--- config.mk ---
export PLATFORM = sky130hd
export DESIGN_NAME = bmdma_engine
export DESIGN_NICKNAME = d
export VERILOG_FILES = /design/src/rtl/bmdma_pkg.sv /design/src/rtl/bmdma_regs.sv /design/src/rtl/bmdma_xfer.sv /design/src/rtl/bmdma_irq.sv /design/src/rtl/bmdma_engine.sv
export SDC_FILE = /design/constraint.sdc
export NUM_CORES = 1
export LEC_CHECK = 0
export ABC_AREA = 0
export BUFFER_PORTS_ARGS = -buffer_cell sky130_fd_sc_hd__clkbuf_2
export CORE_MARGIN = 10
export CORE_UTILIZATION = 45
export DETAILED_ROUTE_END_ITERATION = 8
export PLACE_DENSITY = 0.66
export SLEW_MARGIN = 20
export SYNTH_ARGS = -nofsm -noshare
export SYNTH_HDL_FRONTEND = slang
export SYNTH_SLANG_ARGS = --single-unit
--- constraint.sdc ---
create_clock -name clk -period 4.6 [get_ports clk]
set_clock_uncertainty 0.05 [all_clocks]
set_input_delay 0 -clock clk [delete_from_list [all_inputs] [get_ports clk]]
set_output_delay 0 -clock clk [all_outputs]
set_load 0.01 [all_outputs]
--- src/rtl/bmdma_pkg.sv ---
package bmdma_pkg;
  typedef enum logic [1:0] {
    CMD_IDLE  = 2'd0,
    CMD_BLAST = 2'd1,
    CMD_ABORT = 2'd2,
    CMD_START = 2'd3
  } cmd_e;

  typedef enum logic [1:0] {
    XS_IDLE  = 2'd0,
    XS_FETCH = 2'd1,
    XS_DATA  = 2'd2
  } xstate_e;

  localparam logic [2:0] A_CMD    = 3'd0;
  localparam logic [2:0] A_SCNT   = 3'd1;
  localparam logic [2:0] A_SADDR  = 3'd2;
  localparam logic [2:0] A_DPTR   = 3'd3;
  localparam logic [2:0] A_WCNT   = 3'd4;
  localparam logic [2:0] A_WADDR  = 3'd5;
  localparam logic [2:0] A_STATUS = 3'd6;
  localparam logic [2:0] A_BUSCTL = 3'd7;

  localparam int ST_BLAST = 0;
  localparam int ST_ABORT = 1;
  localparam int ST_ERROR = 2;
  localparam int ST_DONE  = 3;
  localparam int ST_W     = 4;

  localparam int CMD_DESC_BIT = 7;
  localparam int BC_HOLD_BIT  = 0;
  localparam logic [31:0] BC_RESET = 32'h0008_0000;
endpackage

--- src/rtl/bmdma_regs.sv ---
module bmdma_regs
  import bmdma_pkg::*;
#(
  parameter int CNT_W  = 16,
  parameter int ADDR_W = 32
) (
  input  logic              clk,
  input  logic              rst,
  input  logic              reg_wr,
  input  logic              reg_rd,
  input  logic [2:0]        reg_addr,
  input  logic [31:0]       reg_wdata,
  output logic [31:0]       reg_rdata,
  input  logic              core_irq,
  input  logic              xfer_idle,
  input  logic              ev_zero,
  input  logic              ev_ptr,
  input  logic [ADDR_W-1:0] ev_ptr_addr,
  input  logic              ev_data,
  input  logic [CNT_W-1:0]  ev_len,
  input  logic              ev_err,
  output logic              active,
  output logic              desc_mode,
  output logic [CNT_W-1:0]  wcount,
  output logic [ADDR_W-1:0] waddr,
  output logic [ADDR_W-1:0] desc_ptr,
  output logic [ADDR_W-1:0] spa,
  output logic [ST_W-1:0]   status
);
  logic [7:0]        cmd_q;
  logic [CNT_W-1:0]  start_cnt;
  logic [31:0]       busctl;
  logic              core_q;
  logic              core_rise;
  logic              cmd_wr, st_rd;

  logic [ST_W-1:0]   st_n;
  logic              act_n;
  logic [CNT_W-1:0]  wc_n;
  logic [ADDR_W-1:0] wa_n;
  logic [31:0]       rd_mux;

  assign desc_mode = cmd_q[CMD_DESC_BIT];
  assign core_rise = core_irq & ~core_q;
  assign cmd_wr    = reg_wr && (reg_addr == A_CMD);
  assign st_rd     = reg_rd && (reg_addr == A_STATUS);

  always_comb begin
    st_n  = status;
    act_n = active;
    wc_n  = wcount;
    wa_n  = waddr;
    if (st_rd && !busctl[BC_HOLD_BIT]) begin
      st_n[ST_DONE]  = 1'b0;
      st_n[ST_ERROR] = 1'b0;
      st_n[ST_ABORT] = 1'b0;
    end
    if (ev_ptr) wa_n = ev_ptr_addr;
    if (ev_data && !ev_err) begin
      wc_n = wcount - ev_len;
      if (!desc_mode) wa_n = waddr + ADDR_W'(ev_len);
      if (wc_n == '0) begin
        st_n[ST_DONE] = 1'b1;
        act_n = 1'b0;
      end
    end
    if (ev_err) begin
      st_n[ST_ERROR] = 1'b1;
      act_n = 1'b0;
    end
    if (ev_zero) begin
      st_n[ST_DONE] = 1'b1;
      act_n = 1'b0;
    end
    if (core_rise && (cmd_e'(cmd_q[1:0]) == CMD_START) && (wcount == '0)) begin
      st_n[ST_DONE] = 1'b1;
      act_n = 1'b0;
    end
    if (cmd_wr) begin
      case (cmd_e'(reg_wdata[1:0]))
        CMD_IDLE:  act_n = 1'b0;
        CMD_BLAST: st_n[ST_BLAST] = 1'b1;
        CMD_ABORT: if (active) begin
          st_n[ST_ABORT] = 1'b1;
          act_n = 1'b0;
        end
        CMD_START: if (!active && xfer_idle) begin
          act_n = 1'b1;
          wc_n  = start_cnt;
          wa_n  = spa;
        end
        default: ;
      endcase
    end
  end

  always_comb begin
    rd_mux = '0;
    case (reg_addr)
      A_CMD:    rd_mux[7:0]        = cmd_q;
      A_SCNT:   rd_mux[CNT_W-1:0]  = start_cnt;
      A_SADDR:  rd_mux[ADDR_W-1:0] = spa;
      A_DPTR:   rd_mux[ADDR_W-1:0] = desc_ptr;
      A_WCNT:   rd_mux[CNT_W-1:0]  = wcount;
      A_WADDR:  rd_mux[ADDR_W-1:0] = waddr;
      A_STATUS: rd_mux[ST_W-1:0]   = status;
      default:  rd_mux             = busctl;
    endcase
  end

  always_ff @(posedge clk) begin
    if (rst) begin
      cmd_q     <= '0;
      start_cnt <= '0;
      spa       <= '0;
      desc_ptr  <= '0;
      busctl    <= BC_RESET;
      status    <= '0;
      active    <= 1'b0;
      wcount    <= '0;
      waddr     <= '0;
      core_q    <= 1'b0;
      reg_rdata <= '0;
    end else begin
      core_q <= core_irq;
      status <= st_n;
      active <= act_n;
      wcount <= wc_n;
      waddr  <= wa_n;
      if (reg_rd) reg_rdata <= rd_mux;
      if (reg_wr) begin
        case (reg_addr)
          A_CMD:    cmd_q     <= reg_wdata[7:0];
          A_SCNT:   start_cnt <= reg_wdata[CNT_W-1:0];
          A_SADDR:  spa       <= reg_wdata[ADDR_W-1:0];
          A_DPTR:   desc_ptr  <= reg_wdata[ADDR_W-1:0];
          A_BUSCTL: busctl    <= reg_wdata;
          default: ;
        endcase
      end
    end
  end

  p_busctl_rst_r1: assert property (@(posedge clk) rst |=> (busctl == BC_RESET));

  p_start_ignored_r4: assert property (@(posedge clk) disable iff (rst)
    (cmd_wr && (reg_wdata[1:0] == 2'd3) && active && !ev_data && !ev_ptr)
      |=> (wcount == $past(wcount)) && (waddr == $past(waddr)));

  p_done_zero_r8: assert property (@(posedge clk) disable iff (rst)
    (ev_data && !ev_err && (ev_len == wcount)) |=> (status[ST_DONE] && !active));

  p_hold_keeps_r10: assert property (@(posedge clk) disable iff (rst)
    (busctl[BC_HOLD_BIT] && status[ST_DONE] && !reg_wr) |=> status[ST_DONE]);
endmodule

--- src/rtl/bmdma_xfer.sv ---
module bmdma_xfer
  import bmdma_pkg::*;
#(
  parameter int CNT_W  = 16,
  parameter int ADDR_W = 32
) (
  input  logic              clk,
  input  logic              rst,
  input  logic              active,
  input  logic              desc_mode,
  input  logic [CNT_W-1:0]  wcount,
  input  logic [ADDR_W-1:0] waddr,
  input  logic [ADDR_W-1:0] desc_ptr,
  input  logic [ADDR_W-1:0] spa,
  input  logic              chunk_req,
  input  logic [CNT_W-1:0]  chunk_len,
  input  logic              mem_ack,
  input  logic              mem_err,
  input  logic [ADDR_W-1:0] mem_rdata,
  output logic              chunk_ready,
  output logic              chunk_done,
  output logic              mem_req,
  output logic [ADDR_W-1:0] mem_addr,
  output logic [CNT_W-1:0]  mem_len,
  output logic              mem_is_ptr,
  output logic              xfer_idle,
  output logic              ev_zero,
  output logic              ev_ptr,
  output logic [ADDR_W-1:0] ev_ptr_addr,
  output logic              ev_data,
  output logic [CNT_W-1:0]  ev_len,
  output logic              ev_err
);
  localparam logic [CNT_W-1:0] PTR_BYTES = CNT_W'(4);

  xstate_e          state;
  logic [CNT_W-1:0] len_q;
  logic [CNT_W-1:0] trim;
  logic             take;

  assign trim        = (chunk_len < wcount) ? chunk_len : wcount;
  assign xfer_idle   = (state == XS_IDLE);
  assign chunk_ready = active && xfer_idle;
  assign take        = chunk_ready && chunk_req;
  assign ev_zero     = take && (trim == '0);
  assign ev_ptr      = (state == XS_FETCH) && mem_ack && !mem_err;
  assign ev_ptr_addr = mem_rdata | spa;
  assign ev_data     = (state == XS_DATA) && mem_ack;
  assign ev_len      = mem_len;
  assign ev_err      = !xfer_idle && mem_ack && mem_err;

  always_ff @(posedge clk) begin
    if (rst) begin
      state      <= XS_IDLE;
      len_q      <= '0;
      mem_req    <= 1'b0;
      mem_addr   <= '0;
      mem_len    <= '0;
      mem_is_ptr <= 1'b0;
      chunk_done <= 1'b0;
    end else begin
      chunk_done <= ev_data && !mem_err;
      case (state)
        XS_IDLE: if (take && (trim != '0)) begin
          len_q   <= trim;
          mem_req <= 1'b1;
          if (desc_mode) begin
            state      <= XS_FETCH;
            mem_addr   <= desc_ptr;
            mem_len    <= PTR_BYTES;
            mem_is_ptr <= 1'b1;
          end else begin
            state      <= XS_DATA;
            mem_addr   <= waddr;
            mem_len    <= trim;
            mem_is_ptr <= 1'b0;
          end
        end
        XS_FETCH: if (mem_ack) begin
          if (mem_err) begin
            state      <= XS_IDLE;
            mem_req    <= 1'b0;
            mem_is_ptr <= 1'b0;
          end else begin
            state      <= XS_DATA;
            mem_addr   <= ev_ptr_addr;
            mem_len    <= len_q;
            mem_is_ptr <= 1'b0;
          end
        end
        XS_DATA: if (mem_ack) begin
          state   <= XS_IDLE;
          mem_req <= 1'b0;
        end
        default: state <= XS_IDLE;
      endcase
    end
  end

  p_trim_r5: assert property (@(posedge clk) disable iff (rst)
    (mem_req && !mem_is_ptr) |-> (mem_len <= wcount));

  p_req_hold_r6: assert property (@(posedge clk) disable iff (rst)
    (mem_req && !mem_ack) |=> (mem_req && $stable(mem_addr) && $stable(mem_len)));

  p_ptr_len_r7: assert property (@(posedge clk) disable iff (rst)
    (mem_req && mem_is_ptr) |-> (mem_len == PTR_BYTES));
endmodule

--- src/rtl/bmdma_irq.sv ---
module bmdma_irq (
  input  logic clk,
  input  logic rst,
  input  logic core_irq,
  input  logic dma_lvl,
  output logic inta
);
  always_ff @(posedge clk) begin
    if (rst) inta <= 1'b0;
    else     inta <= core_irq | dma_lvl;
  end

  p_inta_high_r11: assert property (@(posedge clk) disable iff (rst)
    (dma_lvl || core_irq) |=> inta);

  p_inta_low_r11: assert property (@(posedge clk) disable iff (rst)
    (!dma_lvl && !core_irq) |=> !inta);
endmodule

--- src/rtl/bmdma_engine.sv ---
module bmdma_engine
  import bmdma_pkg::*;
#(
  parameter int CNT_W  = 16,
  parameter int ADDR_W = 32
) (
  input  logic              clk,
  input  logic              rst,
  input  logic              reg_wr,
  input  logic              reg_rd,
  input  logic [2:0]        reg_addr,
  input  logic [31:0]       reg_wdata,
  output logic [31:0]       reg_rdata,
  input  logic              core_irq,
  input  logic              chunk_req,
  input  logic [CNT_W-1:0]  chunk_len,
  output logic              chunk_ready,
  output logic              chunk_done,
  output logic              mem_req,
  output logic [ADDR_W-1:0] mem_addr,
  output logic [CNT_W-1:0]  mem_len,
  output logic              mem_is_ptr,
  input  logic              mem_ack,
  input  logic              mem_err,
  input  logic [ADDR_W-1:0] mem_rdata,
  output logic              inta
);
  logic              active, desc_mode, xfer_idle;
  logic [CNT_W-1:0]  wcount, ev_len;
  logic [ADDR_W-1:0] waddr, desc_ptr, spa, ev_ptr_addr;
  logic [ST_W-1:0]   status;
  logic              ev_zero, ev_ptr, ev_data, ev_err, dma_lvl;

  assign dma_lvl = status[ST_DONE] | status[ST_ERROR] | status[ST_ABORT];

  bmdma_regs #(.CNT_W(CNT_W), .ADDR_W(ADDR_W)) u_regs (
    .clk(clk), .rst(rst), .reg_wr(reg_wr), .reg_rd(reg_rd), .reg_addr(reg_addr),
    .reg_wdata(reg_wdata), .reg_rdata(reg_rdata), .core_irq(core_irq),
    .xfer_idle(xfer_idle), .ev_zero(ev_zero), .ev_ptr(ev_ptr),
    .ev_ptr_addr(ev_ptr_addr), .ev_data(ev_data), .ev_len(ev_len), .ev_err(ev_err),
    .active(active), .desc_mode(desc_mode), .wcount(wcount), .waddr(waddr),
    .desc_ptr(desc_ptr), .spa(spa), .status(status)
  );

  bmdma_xfer #(.CNT_W(CNT_W), .ADDR_W(ADDR_W)) u_xfer (
    .clk(clk), .rst(rst), .active(active), .desc_mode(desc_mode), .wcount(wcount),
    .waddr(waddr), .desc_ptr(desc_ptr), .spa(spa), .chunk_req(chunk_req),
    .chunk_len(chunk_len), .mem_ack(mem_ack), .mem_err(mem_err), .mem_rdata(mem_rdata),
    .chunk_ready(chunk_ready), .chunk_done(chunk_done), .mem_req(mem_req),
    .mem_addr(mem_addr), .mem_len(mem_len), .mem_is_ptr(mem_is_ptr),
    .xfer_idle(xfer_idle), .ev_zero(ev_zero), .ev_ptr(ev_ptr),
    .ev_ptr_addr(ev_ptr_addr), .ev_data(ev_data), .ev_len(ev_len), .ev_err(ev_err)
  );

  bmdma_irq u_irq (
    .clk(clk), .rst(rst), .core_irq(core_irq), .dma_lvl(dma_lvl), .inta(inta)
  );
endmodule

# Word-level counts from Yosys, hierarchy flattened

Cells that the tools add are included.

Add/subtract/negate cells: 2
Magnitude comparators: 1
Equal/unequal tests: 18
Muxes and demuxes: 58
Bitwise logic cells: 6
Reduce and logical (&&, ||, !) cells: 45

Operators with widths:

| operator                                                              | count |
|---|---|
| 32-bit two-way mux                                                    | 10 |
| 16-bit two-way mux                                                    | 9 |
| 16-bit one-hot mux with 4 select lines                                | 1 |
| 32-bit one-hot mux with 2 select lines                                | 1 |
| 4-bit one-hot mux with 7 select lines                                 | 2 |
| 16-bit logical NOT                                                    | 3 |
| 8-bit one-hot mux with 6 select lines                                 | 1 |
| 32-bit by 16-bit adder with 32-bit output                             | 1 |
| 32-bit OR                                                             | 1 |
| 16-bit one-hot mux with 2 select lines                                | 1 |
| 1-bit two-way mux                                                     | 22 |
| 1-bit logical AND                                                     | 17 |
| 16-bit less-than comparator                                           | 1 |
| 16-bit nonzero test                                                   | 1 |
| 16-bit subtractor                                                     | 1 |
| 2-bit AND reduction                                                   | 7 |
| 3-bit equality test, second input constant                            | 4 |
| 2-bit two-way mux                                                     | 6 |
| 2-bit equality test, second input constant                            | 4 |
| 2-bit != test, second input constant                                  | 4 |
| 3-bit by 2-bit equality test with 1-bit output, second input constant | 2 |
| 1-bit one-hot mux with 3 select lines                                 | 2 |
| 2-bit one-hot mux with 3 select lines                                 | 1 |
| 3-bit AND reduction                                                   | 2 |
| other kinds (17)                                                      | 26 |

Bits in registers: 276
Input port bits: 91
Output and inout bits: 85

# Depth between registers and ports, before layout

Gate-level depths: netlist of the first run.

Word-level depth: 13
Mapped depth: 13
Gate-level depth less buffers: 12

# By module

Synthesis of the first run repeated with hierarchy kept, for this count alone.

Cell total of the unflattened synthesis: 1,953
Area total of the unflattened synthesis: 15,593.7 µm²

By module, submodules not included:

| module       | times used | cells an instance | area an instance (µm²) | sequential area each (µm²) |
|---|---|---|---|---|
| bmdma_regs   | 1          | 1,440             | 11,178.2               | 4,124.0 |
| bmdma_xfer   | 1          | 510               | 4,379.2                | 1,381.3 |
| bmdma_irq    | 1          | 2                 | 30.0                   | 20.0 |
| bmdma_engine | 1          | 1                 | 6.3                    | 0.0 |

# Least setup slack after synthesis of the first run

OpenSTA, ideal clock, no wires.

Path type: reg2reg
From: reg u_regs.wcount[0]
To: reg u_regs.active
Setup time: 0.117 ns
Data arrival time: 2.997 ns
Data required time: 4.433 ns
Path slack: 1.436 ns
Cell stages (with the launch flop): 13
Path buffers: 0
Period minus slack after synthesis: 3.164 ns
Cells stage by stage: dfxtp_1 inv_1 ha_1 fa_1 nand2b_1 a21oi_2 o31ai_4 o21ai_2 a31oi_4 nor4bb_1 or3_1 or4_1 a22o_1

Cells in the longest elaborated chain, start to end: 10
Elaborated cells on any way between the ends: 17
Those cells by class: 1 x add/sub; 1 x order compare; 10 x mux; 5 x reduce/logical

RTL lines:

| item                                        | line                               | source |
|---|---|---|
| start, declared                             | bmdma_regs.sv:24                   | `output logic [CNT_W-1:0] wcount,` |
| start signal, assigned                      | bmdma_regs.sv:128                  | `wcount <= wc_n;` |
| 16-bit subtractor                           | bmdma_regs.sv:60                   | `wc_n = wcount - ev_len;` |
| 16-bit logical NOT                          | bmdma_regs.sv:62                   | `if (wc_n == '0) begin` |
| 1-bit two-way mux                           | bmdma_regs.sv:62                   |  |
| 1-bit two-way mux                           | bmdma_regs.sv:59                   | `if (ev_data && !ev_err) begin` |
| 1-bit two-way mux                           | bmdma_regs.sv:67                   | `if (ev_err) begin` |
| 1-bit two-way mux                           | bmdma_regs.sv:71                   | `if (ev_zero) begin` |
| 1-bit two-way mux *                         | bmdma_regs.sv:75                   | `if (core_rise && (cmd_e'(cmd_q[1:0]) == CMD_START) && (wcount == '0)) begin` |
| 1-bit two-way mux, on equally long branches | bmdma_regs.sv:87, bmdma_regs.sv:83 |  |
| 1-bit one-hot mux with 3 select lines       | bmdma_regs.sv:80                   | `case (cmd_e'(reg_wdata[1:0]))` |
| 1-bit two-way mux *                         | bmdma_regs.sv:79                   | `if (cmd_wr) begin` |
| end signal, assigned                        | bmdma_regs.sv:127                  | `active <= act_n;` |
| end, declared                               | bmdma_regs.sv:22                   | `output logic active,` |

Mark *: on every way between the ends. The rest lies on a longest branch, timed or not.
A chain may end at the register's enable or synchronous reset.

# Final worst setup path of the first run

From: reg u_regs.wcount[9]
To: reg u_xfer.mem_addr[25]

Cells in the longest elaborated chain, start to end: 6

RTL lines:

| item                                                 | line             | source |
|---|---|---|
| 16-bit less-than comparator                          | bmdma_xfer.sv:41 | `assign trim = (chunk_len < wcount) ? chunk_len : wcount;` |
| 16-bit two-way mux *                                 | bmdma_xfer.sv:41 |  |
| 16-bit nonzero test *                                | bmdma_xfer.sv:64 | `XS_IDLE: if (take && (trim != '0)) begin` |
| 1-bit logical AND *                                  | bmdma_xfer.sv:64 |  |
| 2-bit by 1-bit != test with 1-bit output (no line) * | n/a              |  |
| 4-bit AND reduction (no line) *                      | n/a              |  |
| end signal, assigned                                 | bmdma_xfer.sv:69 | `mem_addr <= desc_ptr;` |
| end signal, assigned                                 | bmdma_xfer.sv:74 | `mem_addr <= waddr;` |
| end signal, assigned                                 | bmdma_xfer.sv:86 | `mem_addr <= ev_ptr_addr;` |
| end, declared                                        | bmdma_xfer.sv:23 | `output logic [ADDR_W-1:0] mem_addr,` |

Marks and branches as above.

==> impl_metrics.csv, run 1 <==
group,metric,value,unit
clocking,numCtsBuffers,30,
layout,nets,2227,
synth,syn-num-nets,2039,
floorplan,start_util,0.457,
grt,grt_pass1_wl,85100,um
routing,drt_iter0_markers,1423,
sta,worst_slew_pin_slew,1.13,ns
hold_path,hp-start,"reg_addr[0]",
setup_path,arrival,4.13,ns
sta,finalSetupTns,0,ns
routing,first_pass_iters,6,
clocking,cts.path.max_buffers,3,
clocking,cts-resized-gates,0,
setup_path,crit_start,"u_regs.wcount[9]",
synth,syn_area,14900,sq um
sta,drv_slew,0,
hold_path,hold_class,"in2reg",
layout,num_antenna_cells,0,
sta,hold_violations,0,
grt,grt_pass1_vias,14500,
floorplan,die_x,202,um
floorplan,num_rows,66,
power_and_ir_drop,power.density,356,nW/um^2
power_and_ir_drop,irDropWorstVdd,341,uV
layout,multi_input_area,8730,sq um
sta,finalSetupViolCount,0,
floorplan,die-area,40800,sq um
clocking,cts_setup_buffers,0,
power_and_ir_drop,p_leak,6.79,nW
outcome,outcome,"completed",
floorplan,ios,176,
setup_path,r2r-start,"u_regs.wcount[9]",
routing,vias,14969,
clocking,clk_latency,0.59,ns
placed_design,dp_cells,2403,
routing,wl,55600,um
placed_design,place_ws,1.12,ns
job,drv_cap,0,
sta,finalWorstSetupSlack,0.869,ns
grt,grt_usage,0.260,
setup_path,crit_required,5.00,ns
clocking,clock-root-buffer,"clkbuf_16",
synth,ys_seq_area_frac,0.371,
placed_design,place.gp.congestion,0.952,
synth,ys_seq_elements,276,
synth,async_reset_ff_frac,0,
grt,grt.overflow.total,0,
sta,max_slew_margin,0.244,
synth,syn_inst,1896,
clocking,clkTransAtPathRegs,0.06,ns
sta,rsz0062_at_grt,"false",
setup_path,crit_path_end_kind,"flop",
layout,regArea,5530,sq um
layout,fin_cells,2545,
routing,via_per_inst,5.88,
setup_path,crit_fanout,64,
synth,synth_edf_count,0,
layout,syn2layout_area_growth,20.6,%
setup_path,cp-start-kind,"flop",
floorplan,chipHeight,202,um
synth,syn_area_per_cell,7.86,sq um
sta,fin_crit,3.73,ns
grt,grt_max_degree,219,
sta,period_share,0.811,
clocking,cts_tree,"built",
placed_design,portBuffers,175,
floorplan,core,32600,sq um
layout,drive_gt1_frac,0.133,
setup_path,crit_type,"reg2reg",
synth,synth.distinct_cells,69,
routing,drc,0,
layout,fillers,3031,
clocking,htree_levels,1,
grt,antenna_found_initial,0,
routing,postRouteAntennaNets,0,
clocking,clock_sinks,276,
sta,timing.fmax,0.268,GHz
synth,yosys_warnings,0,
placed_design,dp.final_hpwl,39500,um
synth,ys.flop_type,"dfxtp_1",
routing,wl_per_cell,21.9,um
==> area by class of cell <==
type | instances | area share
inverters | 48 | 0.0100
clock buffers | 43 | 0.0473
well taps | 442 | 0.0308
multi-input cells | 1438 | 0.486
repair buffers | 290 | 0.111
clock inverters | 8 | 0.00779
flip-flops and latches | 276 | 0.307
==> cell usage after synthesis (all sizes together), types with 22 or more instances <==
master,count,area [sq um]
nand2,307,1150
dfxtp,276,5530
nor2,223,837
a21oi,213,1070
mux2i,124,1240
clkbuf,113,424
o21ai,88,444
nor3,62,320
ha,50,626
inv,48,180
a211oi,35,263
a22oi,26,195
o211ai,22,165
==> sequential cells by signal, indices dropped and copies added (netlist names), 16 cells and up <==
| signal | flops |
|---|---|
| u_xfer.len_q | 16 |
| u_regs.wcount | 16 |
| u_regs.spa | 32 |
| u_regs.reg_rdata | 32 |
| u_xfer.mem_addr | 32 |
| u_regs.desc_ptr | 32 |
| u_regs.busctl | 32 |
| u_regs.start_cnt | 16 |
| u_regs.waddr | 32 |
| u_xfer.ev_len | 16 |
==> critical path, stage by stage, from the launching register on <==
cell	delay, ns
dfxtp_1	0.40
inv_1	0.08
ha_1	0.30
a21o_1	0.16
a21o_1	0.16
a21oi_1	0.13
nor2_1	0.06
a2111oi_2	0.37
nand4b_1	0.35
a31oi_4	0.30
buf_12	0.36
mux2i_1	0.23
nor2_1	0.05
dlygate4sd3_1	0.57
==> cells by family (layout without fill, tap and decap cells) <==
kind of cell             count (synthesis)  in the layout  share of synthesized area
AND/OR/NAND/NOR                        698            698                      0.201
buffers and inverters                  182            389                     0.0464
flip-flops                             276            276                      0.371
multiplexers                           144            144                      0.101
adder cells (fa/ha/maj)                 52             52                     0.0446
XOR/XNOR                                25             25                     0.0156
AO/OA/AOI/OAI                          519            519                      0.221
==> placed cells by master (no fill, tap or decap), types with 15 or more instances in the layout <==
master	synthesis	final
nand2_1	307	307
clkbuf_2	0	174
clkbuf_16	0	30
a22oi_1	26	26
o21ai_0	85	85
mux2_2	17	17
dlygate4sd3_1	0	91
mux2i_1	124	124
nor2b_1	15	15
a21oi_1	211	211
o211ai_1	22	22
buf_4	0	22
xnor2_1	15	15
inv_1	48	48
a22o_1	15	15
a311oi_1	16	16
nand2b_1	20	20
o221ai_1	17	17
nand3_1	16	16
or3_1	17	17
nor3_1	60	60
dfxtp_1	276	275
nor2_1	223	221
a211oi_1	35	35
ha_1	50	49
==> where the power goes <==
| part | switching, mW | total (mW) | internal (mW) |
|---|---|---|---|
| Sequential | 0.110 | 2.58 | 2.47 |
| Combinational | 0.786 | 1.34 | 0.550 |
| Clock | 1.03 | 2.48 | 1.44 |
==> routing by layer <==
layer,wire (um),track usage
met1,22000,0.313
met2,26900,0.443
met3,3800,0.0377
met4,2990,0.130
met5,0,0
==> repair_timing <==
action / in CTS / in global routing
setup endpoints to repair: 0 / 0
hold buffers: 91 / 0
hold endpoints to repair: 224 / 0
==> through the flow <==
step	hold WS [ns]	power, mW	instance area [sq um]	utilization
3_3_place_gp	0.182	3.88	16100	0.493
4_1_cts	0.112	6.42	18000	0.551
3_5_place_dp	0.187	3.88	16100	0.493
2_1_floorplan	0.0292	3.47	14900	-
6_report	0.130	6.40	18000	0.551
5_1_grt	0.157	6.65	18000	0.551
==> worst paths after layout <==
| kind | cells past startpoint | endpoint | slack [ns] |
|---|---|---|---|
| min | 6 | u_regs.cmd_q[7] | 0.13 |
| max reg2reg | 13 | u_xfer.mem_addr[25] | 0.87 |
| min reg2reg | 2 | u_regs.busctl[20] | 0.40 |
| max | 13 | u_xfer.mem_addr[25] | 0.87 |
No activity file was read; power rests on OpenSTA's default activity.
==> run 2, diff against run 1 <==
--- a/config.mk
+++ b/config.mk
@@ -10,7 +10,7 @@
 export CORE_MARGIN = 10
 export CORE_UTILIZATION = 45
 export DETAILED_ROUTE_END_ITERATION = 8
-export PLACE_DENSITY = 0.66
+export PLACE_DENSITY = 0.69
 export SLEW_MARGIN = 20
 export SYNTH_ARGS = -nofsm -noshare
 export SYNTH_HDL_FRONTEND = slang
==> constraint.sdc (replaced) <==
create_clock -name clk -period 3.31 [get_ports clk]
set_clock_uncertainty 0.05 [all_clocks]
set_input_delay 0 -clock clk [delete_from_list [all_inputs] [get_ports clk]]
set_output_delay 0 -clock clk [all_outputs]
set_load 0.01 [all_outputs]
==> run 2 against run 1 <==
First-iteration DRC count up 11%. Power grew 42%. Via count grew 1.8%. Clock power up 42%. Non-clock buffer count rose by 39. Register-to-register slack worse by 0.79 ns. Count of clock-buffer cells in the layout rose by 1. Sequential share of layout area shrank 0.64 points. Die area is the same. Final area rose by 2.2%. Worst hold slack worse by 0.073 ns. Combinational power is 47% higher.
==> impl_metrics.csv, run 2 (synthesis results as in run 1) <==
group,metric,value,unit
setup_path,crit_required,3.73,ns
clocking,clock_sinks,276,
floorplan,chipHeight,202,um
setup_path,crit_path_end_kind,"flop",
hold_path,holdPathStages,3,
power_and_ir_drop,p_leak,7.03,nW
layout,fillers,2966,
power_and_ir_drop,finalPower,9.05,mW
grt,grt_pass1_wl,84400,um
clocking,cts.path.max_buffers,3,
placed_design,portBuffers,175,
setup_path,crit_end,"u_regs.active",
sta,finalSetupViolCount,0,
routing,drc,0,
sta,period_share,0.977,
routing,first_pass_iters,5,
setup_path,crit_start,"u_regs.wcount[0]",
routing,wl,54800,um
setup_path,r2r_slack,0.08,ns
floorplan,num_rows,66,
floorplan,die_x,202,um
clocking,clock-root-buffer,"clkbuf_16",
layout,drive_gt1_frac,0.155,
clocking,cts_tree,"built",
clocking,numCtsBuffers,31,
layout,nets,2267,
sta,holdWs,0.0576,ns
layout,final_area,18400,sq um
floorplan,ios,176,
sta,worst_slew_pin_slew,0.923,ns
layout,final_util,0.563,
power_and_ir_drop,power.density,493,nW/um^2
setup_path,reg2reg_to,"u_regs.active",
layout,mostFrequentLayoutCell,"nand2_1",
floorplan,die-area,40800,sq um
grt,grt_usage,0.256,
setup_path,crit_type,"reg2reg",
placed_design,place.gp.congestion,0.989,
routing,drt_iter0_markers,1575,
grt,antenna_found_initial,1,
job,drv_cap,0,
sta,max_slew_margin,0.383,
hold_path,hold_class,"in2reg",
routing,vias,15245,
power_and_ir_drop,irDropWorstVdd,444,uV
clocking,clkTransAtPathRegs,0.06,ns
routing,postRouteAntennaNets,0,
routing,wl_per_cell,21.2,um
sta,drv_slew,0,
layout,multi_input_area,8770,sq um
setup_path,crit_fanout,3,
layout,layout_common_cells,"nand2_1, dfxtp_1, nor2_1",
setup_path,arrival,3.65,ns
sta,timing.fmax,0.309,GHz
grt,grt.overflow.total,0,
outcome,outcome,"completed",
placed_design,place_area,16400,sq um
layout,regArea,5530,sq um
routing,via_per_inst,5.90,
grt,grt_max_degree,85,
grt,grt_pass1_vias,14607,
floorplan,start_util,0.457,
layout,syn2layout_area_growth,23.2,%
clocking,htree_levels,1,
clocking,clk_latency,0.58,ns
setup_path,cp-start-kind,"flop",
sta,fin_crit,3.23,ns
setup_path,r2r-start,"u_regs.wcount[0]",
setup_path,r2r.worst_path.cells,12,
placed_design,dp.final_hpwl,39900,um
floorplan,core,32600,sq um
sta,hold_violations,0,
==> run 2: metal layers <==
layer | vias up | GRT usage | wire, um
li1 | 7183 | - | -
met3 | 155 | 0.0318 | 3490
met2 | 720 | 0.444 | 26500
met4 | 0 | 0.118 | 2830
met1 | 7187 | 0.310 | 22000
met5 | - | 0 | 0
==> run 2: how the worst min path moves through the flow <==
stage,slack [ns],to,from
floorplan,0.03,u_xfer.chunk_done,mem_err
global placement,0.18,u_xfer.chunk_done,mem_err
detailed placement,0.19,u_xfer.chunk_done,mem_err
CTS,0.05,u_regs.reg_rdata[13],reg_rd
global route,0.11,u_regs.desc_ptr[15],reg_wr
finish,0.06,u_regs.reg_rdata[3],reg_rd
==> run 2: through the flow <==
step | instances | setup slack (ns) | TNS (ns)
6_report | 2586 | 0.0761 | 0
2_1_floorplan | 1896 | 0.146 | 0
4_1_cts | 2583 | 0.0346 | 0
5_1_grt | 2586 | -0.0133 | -0.0179
3_5_place_dp | 2441 | 0.0475 | 0
3_3_place_gp | 2441 | 0.0799 | 0
==> run 2: final cells by class <==
type	count	area share
Clock buffer	44	0.0492
Clock inverter	8	0.00647
Sequential cell	276	0.301
Inverter	48	0.00981
Multi-Input combinational cell	1438	0.477
Timing Repair Buffer	329	0.126
Antenna cell	1	0.000136
Tap cell	442	0.0301
==> run 2: critical path, stage by stage (launching register included) <==
cell and delay [ns]:
dfxtp_1 0.33, inv_1 0.05, ha_1 0.20, fa_1 0.40, nand2b_4 0.17, a21oi_4 0.18
o31ai_4 0.11, o21ai_4 0.21, a31oi_4 0.12, nor4bb_1 0.15, or3_1 0.37, or4_1 0.55
a22o_1 0.21
==> run 2: what timing repair did <==
item | 4_1_cts | 5_1_grt
hold buffers | 90 | 0
setup endpoints to repair | 0 | 51
setup buffers | 0 | 2
resized for setup | 0 | 13
hold endpoints to repair | 218 | 0
==> run 2: power by group <==
| part | total (mW) | switching (mW) | leakage, nW | internal (mW) |
|---|---|---|---|---|
| logic | 1.97 | 1.12 | 4.29 | 0.849 |
| registers | 3.57 | 0.129 | 2.24 | 3.44 |
| clock network | 3.51 | 1.41 | 0.508 | 2.10 |
